File: src/rtl/ais_defect_monitor.sv
module ais_defect_monitor #(
  parameter int          HYST_FRAMES = 63,
  parameter int          ADDR_W      = 8,
  parameter int          DATA_W      = 8,
  parameter logic [7:0]  STATE_ADDR  = 8'h10,
  parameter logic [7:0]  EN_ADDR     = 8'h12,
  parameter logic [7:0]  STAT_ADDR   = 8'h13,
  parameter int          AIS_BIT     = 5,
  parameter int          STATE_BIT   = 7
) (
  input  logic              clk,
  input  logic              rst,
  input  logic              frame_end,
  input  logic              frame_ais,
  input  logic [ADDR_W-1:0] cpu_addr,
  input  logic              cpu_wr,
  input  logic [DATA_W-1:0] cpu_wdata,
  input  logic              cpu_rd,
  output logic [DATA_W-1:0] cpu_rdata,
  output logic              irq_n
);

  localparam int CNT_W = $clog2(HYST_FRAMES + 1);
  localparam logic [CNT_W-1:0] LAST  = CNT_W'(HYST_FRAMES - 1);
  localparam logic [CNT_W-1:0] CMAX  = {CNT_W{1'b1}};

  logic [CNT_W-1:0] run_cnt;
  logic             defect;
  logic             en_ais;
  logic             stat_ais;

  wire opposite = frame_ais != defect;
  wire flip     = frame_end && opposite && (run_cnt == LAST);
  wire stat_set = flip && en_ais;
  wire stat_clr = cpu_rd && (cpu_addr == ADDR_W'(STAT_ADDR));
  wire en_wr    = cpu_wr && (cpu_addr == ADDR_W'(EN_ADDR));

  always_ff @(posedge clk) begin
    if (rst) begin
      run_cnt <= '0;
      defect  <= 1'b0;
    end else if (frame_end) begin
      if (!opposite || flip) run_cnt <= '0;
      else if (run_cnt != CMAX) run_cnt <= run_cnt + 1'b1;
      if (flip) defect <= ~defect;
    end
  end

  always_ff @(posedge clk) begin
    if (rst) en_ais <= 1'b0;
    else if (en_wr) en_ais <= cpu_wdata[AIS_BIT];
  end

  always_ff @(posedge clk) begin
    if (rst) stat_ais <= 1'b0;
    else if (stat_set) stat_ais <= 1'b1;
    else if (stat_clr) stat_ais <= 1'b0;
  end

  always_comb begin
    cpu_rdata = '0;
    if (cpu_addr == ADDR_W'(EN_ADDR))         cpu_rdata[AIS_BIT]   = en_ais;
    else if (cpu_addr == ADDR_W'(STAT_ADDR))  cpu_rdata[AIS_BIT]   = stat_ais;
    else if (cpu_addr == ADDR_W'(STATE_ADDR)) cpu_rdata[STATE_BIT] = defect;
  end

  assign irq_n = ~(stat_ais & en_ais);


  declare_src_chk: assert property (@(posedge clk) disable iff (rst)
    $rose(defect) |-> $past(frame_end && frame_ais));


  clear_src_chk: assert property (@(posedge clk) disable iff (rst)
    $fell(defect) |-> $past(frame_end && !frame_ais));


  cnt_bound_chk: assert property (@(posedge clk) disable iff (rst)
    run_cnt < CNT_W'(HYST_FRAMES));


  idle_hold_chk: assert property (@(posedge clk) disable iff (rst)
    !frame_end |=> $stable(defect));


  stat_on_change_chk: assert property (@(posedge clk) disable iff (rst)
    (defect != $past(defect)) && $past(en_ais) |-> stat_ais);


  stat_cause_chk: assert property (@(posedge clk) disable iff (rst)
    $rose(stat_ais) |-> (defect != $past(defect)) && $past(en_ais));


  read_clear_chk: assert property (@(posedge clk) disable iff (rst)
    stat_clr && !flip |=> !stat_ais);


  set_wins_chk: assert property (@(posedge clk) disable iff (rst)
    stat_clr && stat_set |=> stat_ais && !irq_n);

endmodule

File: config.mk
export PLATFORM = sky130hd
export DESIGN_NAME = ais_defect_monitor
export DESIGN_NICKNAME = d
export VERILOG_FILES = /design/src/rtl/ais_defect_monitor.sv
export SDC_FILE = /design/constraint.sdc
export NUM_CORES = 1
export LEC_CHECK = 0
export CAP_MARGIN = 20
export CORE_MARGIN = 5
export CORE_UTILIZATION = 38
export DETAILED_ROUTE_END_ITERATION = 12
export GPL_TIMING_DRIVEN = 1
export PLACE_DENSITY = 0.77
export SLEW_MARGIN = 20
export SYNTH_ARGS = -nofsm -noshare
export SYNTH_HDL_FRONTEND = slang
export SYNTH_SLANG_ARGS = --single-unit
File: constraint.sdc
create_clock -name clk -period 2.1 [get_ports clk]
set_input_delay 0.42 -clock clk [delete_from_list [all_inputs] [get_ports clk]]
set_output_delay 0.42 -clock clk [all_outputs]
set_load 0.005 [all_outputs]
==> results of run 1 <==
cells by family (layout without fill, tap and decap cells):
kind of cell | after synthesis | after routing | share of synthesized area, %
XOR/XNOR | 2 | 2 | 2.88
flip-flops | 9 | 9 | 29.6
adder cells (fa/ha/maj) | 2 | 2 | 4.11
buffers and inverters | 12 | 30 | 11.1
AND/OR/NAND/NOR | 29 | 29 | 28.0
multiplexers | 4 | 4 | 6.79
other | 1 | 6 | 0.617
AO/OA/AOI/OAI | 14 | 14 | 16.9
tightest hold or removal path, cell delays in order, from the launching register on:
cell and delay [ns]:
dfxtp_1 0.33, inv_1 0.06, o21ai_1 0.07
per-layer routing:
metal	track usage [%]	up-vias	routed length, um
met2	20.3	34	695
met4	1.31	0	35
li1	-	306	-
met1	12.8	259	550
met5	0	-	0
met3	5.72	8	134
flip-flops by register name (all words and copies together) (netlist names):
name	flops
defect	1
stat_ais	1
en_ais	1
run_cnt	6
timing repair:
item,in CTS,in global routing
pin swaps,1,0
buffers inserted,0,0
setup endpoints to repair,2,1
gates resized for setup,6,1
final timing paths:
kind               start            to  depth (start not counted)
max reg2reg   run_cnt[0]    run_cnt[3]                          6
min           run_cnt[5]    run_cnt[5]                          2
max          cpu_addr[3]  cpu_rdata[7]                          5
min reg2reg   run_cnt[5]    run_cnt[5]                          2
synthesized netlist by cell type:
cell type / number / area (um^2)
dfxtp_1: 9 / 180
a21oi_1: 2 / 10.0
o41ai_2: 1 / 16.3
nor4b_1: 1 / 8.76
o31ai_1: 1 / 7.51
mux2_2: 1 / 11.3
conb_1: 1 / 3.75
nor2b_1: 1 / 6.26
xor2_1: 1 / 8.76
o2111ai_1: 2 / 17.5
and4_1: 1 / 8.76
a32oi_1: 3 / 26.3
xnor2_1: 1 / 8.76
nor2_1: 7 / 26.3
o21ai_1: 3 / 15.0
nand4_1: 2 / 12.5
or3_1: 4 / 25.0
nand2_1: 4 / 15.0
o21ai_0: 2 / 10.0
nand3_1: 6 / 30.0
ha_1: 2 / 25.0
mux2i_1: 3 / 30.0
buf_4: 6 / 45.0
or3b_1: 1 / 8.76
and4_4: 1 / 11.3
nand3_4: 1 / 17.5
inv_1: 6 / 22.5
power breakdown:
group          total, mW  internal (mW)  switching, mW  leakage, nW
clock network      0.132         0.0731         0.0585       0.0150
logic             0.0593         0.0345         0.0248        0.217
registers          0.174          0.172        0.00197       0.0727
total              0.365          0.280         0.0852        0.305
layout make-up:
type	count	area, um^2
repair buffers	20	188
fillers	133	684
clock buffers	4	26.3
inverters	6	22.5
multi-input cells	57	385
well taps	16	20.0
flip-flops and latches	9	180
stage by stage:
stage	hold slack [ns]	TNS, ns	cell area (um^2)
floorplan	0.456	0	627
global placement	0.476	-0.577	795
detailed placement	0.484	-0.656	795
CTS	0.500	0	821
global route	0.527	0	822
finish	0.507	0	822
placed cells by master (no fill, tap or decap), drive strengths merged:
cell type / netlist / final
a21oi: 2 / 2
a32oi: 3 / 3
and4: 2 / 2
buf: 6 / 4
clkbuf: 0 / 4
clkdlybuf4s15: 0 / 1
clkdlybuf4s50: 0 / 15
conb: 1 / 6
dfxtp: 9 / 9
ha: 2 / 2
inv: 6 / 6
mux2: 1 / 1
mux2i: 3 / 3
nand2: 4 / 4
nand3: 7 / 7
nand4: 2 / 2
nor2: 7 / 7
nor2b: 1 / 1
nor4b: 1 / 1
o2111ai: 2 / 2
o21ai: 5 / 5
o31ai: 1 / 1
o41ai: 1 / 1
or3: 4 / 4
or3b: 1 / 1
xnor2: 1 / 1
xor2: 1 / 1
==> run metrics, run 1 <==
outcome=completed; CP endpoint kind=output port; DRT Pass-1 Iters=6; initial antenna violation count=0; CTS Buffer Depth=2; Vias=about 610; starting utilization of the core area=40.4%; DRT iter0 DRCs=30; RSZ-0062 raised after global routing=no; crit path cell chain=clkdlybuf4s50_1 -> nor4b_2 -> buf_4 -> and4_1 -> clkdlybuf4s15_1; CTS Sinks=9; drt total wl=~1400 um; sequential area share after synthesis=a little under 30%; total congestion overflow=0; FF+latch count, synth=9; CTS Buf Count=3; final worst-path setup slack=0.0591 ns; Critical Path Fanout Max=3; Tcrit/Tclk final=between 90 and 100%; yosys warns=0; endpoints failing hold=0; Slowest cell on crit path=clkdlybuf4s50_1; CP arrival=1.62 ns; routability cong.=0.777; TritonCTS clock tree=done; fmax=approximately 490 MHz; startpoint types=primary input; Util after Layout=approximately 55%; drt via density=between 5 and 6; worst min path class=reg2reg; DP Wirelength=between 1000 and 1500 um; all-layer global routing usage=11.6%; Synth Area per Inst=8.33 um^2; library cells used by synthesis=27; Finished Layout Cells=112; Design Power=365 uW; port buffer count=17; Top Family by Delay on Critical Path=buffers and inverters; peak supply drop=about 0.30 mV; reg2reg setup slack=between 0.5 and 0.6 ns; vias in the first global route=550; min cycle time layout=~2.0 ns; Leakage=0.305 nW; cell area power density=~440 nW/um^2; Ant. Diodes=0; Skew-Pair Late Insertion Delay=0.26 ns; P&R area growth vs syn=35.2%; Root Driver=clkbuf_4; CTS H-tree depth=1; Final setup viols=0; Worst-path clk slew=0.06 ns; CTS hold repair buffers=0; largest net degree at the start of global routing=7; max-cap violations=0; global-route wire length before repair=2290 um; Mapped Area=between 600 and 700 um^2; share of cells above drive strength 1=12.5%; Worst EP required=1.68 ns; Die W=50 um; Core ar.=~1500 um^2; Rows=14; die area=2500 um^2; Final #Nets=approximately 120; Buf/Inv on CP=3; clk_skew=between 0.007 and 0.008 ns; Inst Count DP=108; Place WS=-0.365 ns; die height=50 um; Setup Crit Path Kind=in2out; Largest stage delay, worst path=0.41 ns; Final ANT Viol Nets=0; DRC Markers=0; Gate Count Post-Synth=73; fin. max-slew vios=0; Avg WL per Cell=12.6 um; I/O Pins=31
No activity file was read; power rests on OpenSTA's default activity.
==> run 2, diff against run 1 <==
Settings changed: RECOVER_POWER from default to 50, SKIP_CTS_REPAIR_TIMING from default to 1.
==> run metrics, run 2 (synthesis results as in run 1) <==
final worst-path setup slack=0.0929 ns (was 0.0591 ns); die area=2500 um^2 (unchanged); CTS Buffer Depth=2 (unchanged); port buffer count=17 (unchanged); CTS Sinks=9 (unchanged); min cycle time layout=2.01 ns (was 2.04 ns); P&R area growth vs syn=32.3% (was 35.2%); DRT Pass-1 Iters=4 (was 6); largest net degree at the start of global routing=7 (unchanged); CP endpoint kind=output port (unchanged); share of cells above drive strength 1=10.4% (was 12.5%); I/O Pins=31 (unchanged); drt via density=5.38 (was 5.42); most frequent cells in the layout=clkdlybuf4s50_1, dfxtp_1, nor2_1, nand3_1 (was clkdlybuf4s50_1, dfxtp_1, nor2_1); Finished Layout Cells=112 (unchanged); max-cap violations=0 (unchanged); endpoints failing hold=0 (unchanged); DP Wirelength=1170 um (unchanged); startpoint types=primary input (unchanged); CP arrival=1.59 ns (was 1.62 ns); Inst Count DP=108 (unchanged); cell area power density=453 nW/um^2 (was 444 nW/um^2); Worst EP required=1.68 ns (about the same); footprint of the multi-input gates=365 um^2 (was 385 um^2); commonest non-fill, non-tap cell in the layout=clkdlybuf4s50_1 (unchanged); Sequential Area=180 um^2 (unchanged); worst min path class=reg2reg (unchanged); Ant. Diodes=0 (unchanged); Vias=602 (was 607); total congestion overflow=0 (unchanged); die height=50 um (unchanged); Final setup viols=0 (unchanged); outcome=completed (unchanged); Avg WL per Cell=12.8 um (was 12.6 um); initial antenna violation count=0 (unchanged); CTS H-tree depth=1 (unchanged); Root Driver=clkbuf_4 (unchanged); Final #Nets=121 (unchanged); vias in the first global route=551 (was 550); Critical Path Fanout Max=3 (unchanged); global-route wire length before repair=2280 um (was 2290 um); DRC Markers=0 (unchanged); Tcrit/Tclk final=95.6% (was 97.2%); number of flip-flops in the largest register=6 (unchanged); Rows=14 (unchanged); Skew-Pair Late Insertion Delay=0.26 ns (about the same); RSZ-0062 raised after global routing=no (unchanged); routability cong.=0.777 (unchanged); fin. max-slew vios=0 (unchanged); peak supply drop=0.303 mV (about the same); Top reg by flops=run_cnt (unchanged); Largest stage delay, worst path=0.41 ns (about the same); all-layer global routing usage=11.6% (about the same); Core ar.=1510 um^2 (unchanged); Slowest cell on crit path=clkdlybuf4s50_1 (unchanged); fmax=498 MHz (was 490 MHz); drt total wl=1430 um (was 1420 um); Worst-path clk slew=0.06 ns (about the same); Setup Crit Path Kind=in2out (unchanged); crit path cell chain=clkdlybuf4s50_1 -> nor4b_2 -> buf_4 -> nand3_1 -> nor2_1 -> clkbuf_2 (was clkdlybuf4s50_1 -> nor4b_2 -> buf_4 -> and4_1 -> clkdlybuf4s15_1); clk_skew=0.00794 ns (was 0.00795 ns); DRT iter0 DRCs=34 (was 30); Final ANT Viol Nets=0 (unchanged); Place WS=-0.365 ns (unchanged); CTS Buf Count=3 (unchanged); Leakage=0.316 nW (was 0.305 nW); FILL cells=135 (was 133); TritonCTS clock tree=done (unchanged); starting utilization of the core area=40.4% (unchanged); Die W=50 um (unchanged)
==> run 2: cell type report <==
cell class	instances	area share [%]
well taps	16	2.49
multi-input cells	57	45.4
flip-flops and latches	9	22.4
inverters	6	2.80
clock buffers	4	3.27
repair buffers	20	23.6
==> run 2: final timing paths <==
kind	from	endpoint	slack, ns	depth (start not counted)
hold reg to reg	run_cnt[5]	run_cnt[5]	0.50	2
setup / recovery	cpu_addr[3]	cpu_rdata[5]	0.09	6
hold / removal	run_cnt[5]	run_cnt[5]	0.50	2
setup reg to reg	run_cnt[0]	run_cnt[5]	0.51	6
==> run 2: report_power, final <==
part	internal (mW)	switching (mW)	total (mW)
registers	0.172	0.00192	0.174
clock network	0.0732	0.0600	0.133
logic	0.0332	0.0237	0.0568
==> run 2: routing by layer <==
| layer | routed length [um] | track usage, % | share of wire (%) |
|---|---|---|---|
| met1 | 586 | 12.6 | 41 |
| met3 | 108 | 5.72 | 7.6 |
| met5 | 0 | 0 | 0 |
| met2 | 711 | 20.3 | 50 |
| met4 | 23 | 1.31 | 1.6 |
==> run 2: stage by stage <==
| step | power [mW] | cell area, um^2 | hold WS (ns) | util, % | setup TNS [ns] |
|---|---|---|---|---|---|
| after floorplan | 0.206 | 627 | 0.456 | - | 0 |
| after global placement | 0.234 | 795 | 0.476 | 52.7 | -0.577 |
| after detailed placement | 0.236 | 795 | 0.484 | 52.7 | -0.656 |
| after CTS | 0.369 | 821 | 0.500 | 54.5 | -0.653 |
| after global routing | 0.389 | 805 | 0.527 | 53.4 | 0 |
| final | 0.364 | 805 | 0.503 | 53.4 | 0 |
==> run 2: worst max-delay path, delay by kind of cell <==
family,cells,cell delay (ns)
buffers and inverters,3,0.69
AND/OR/NAND/NOR,3,0.47
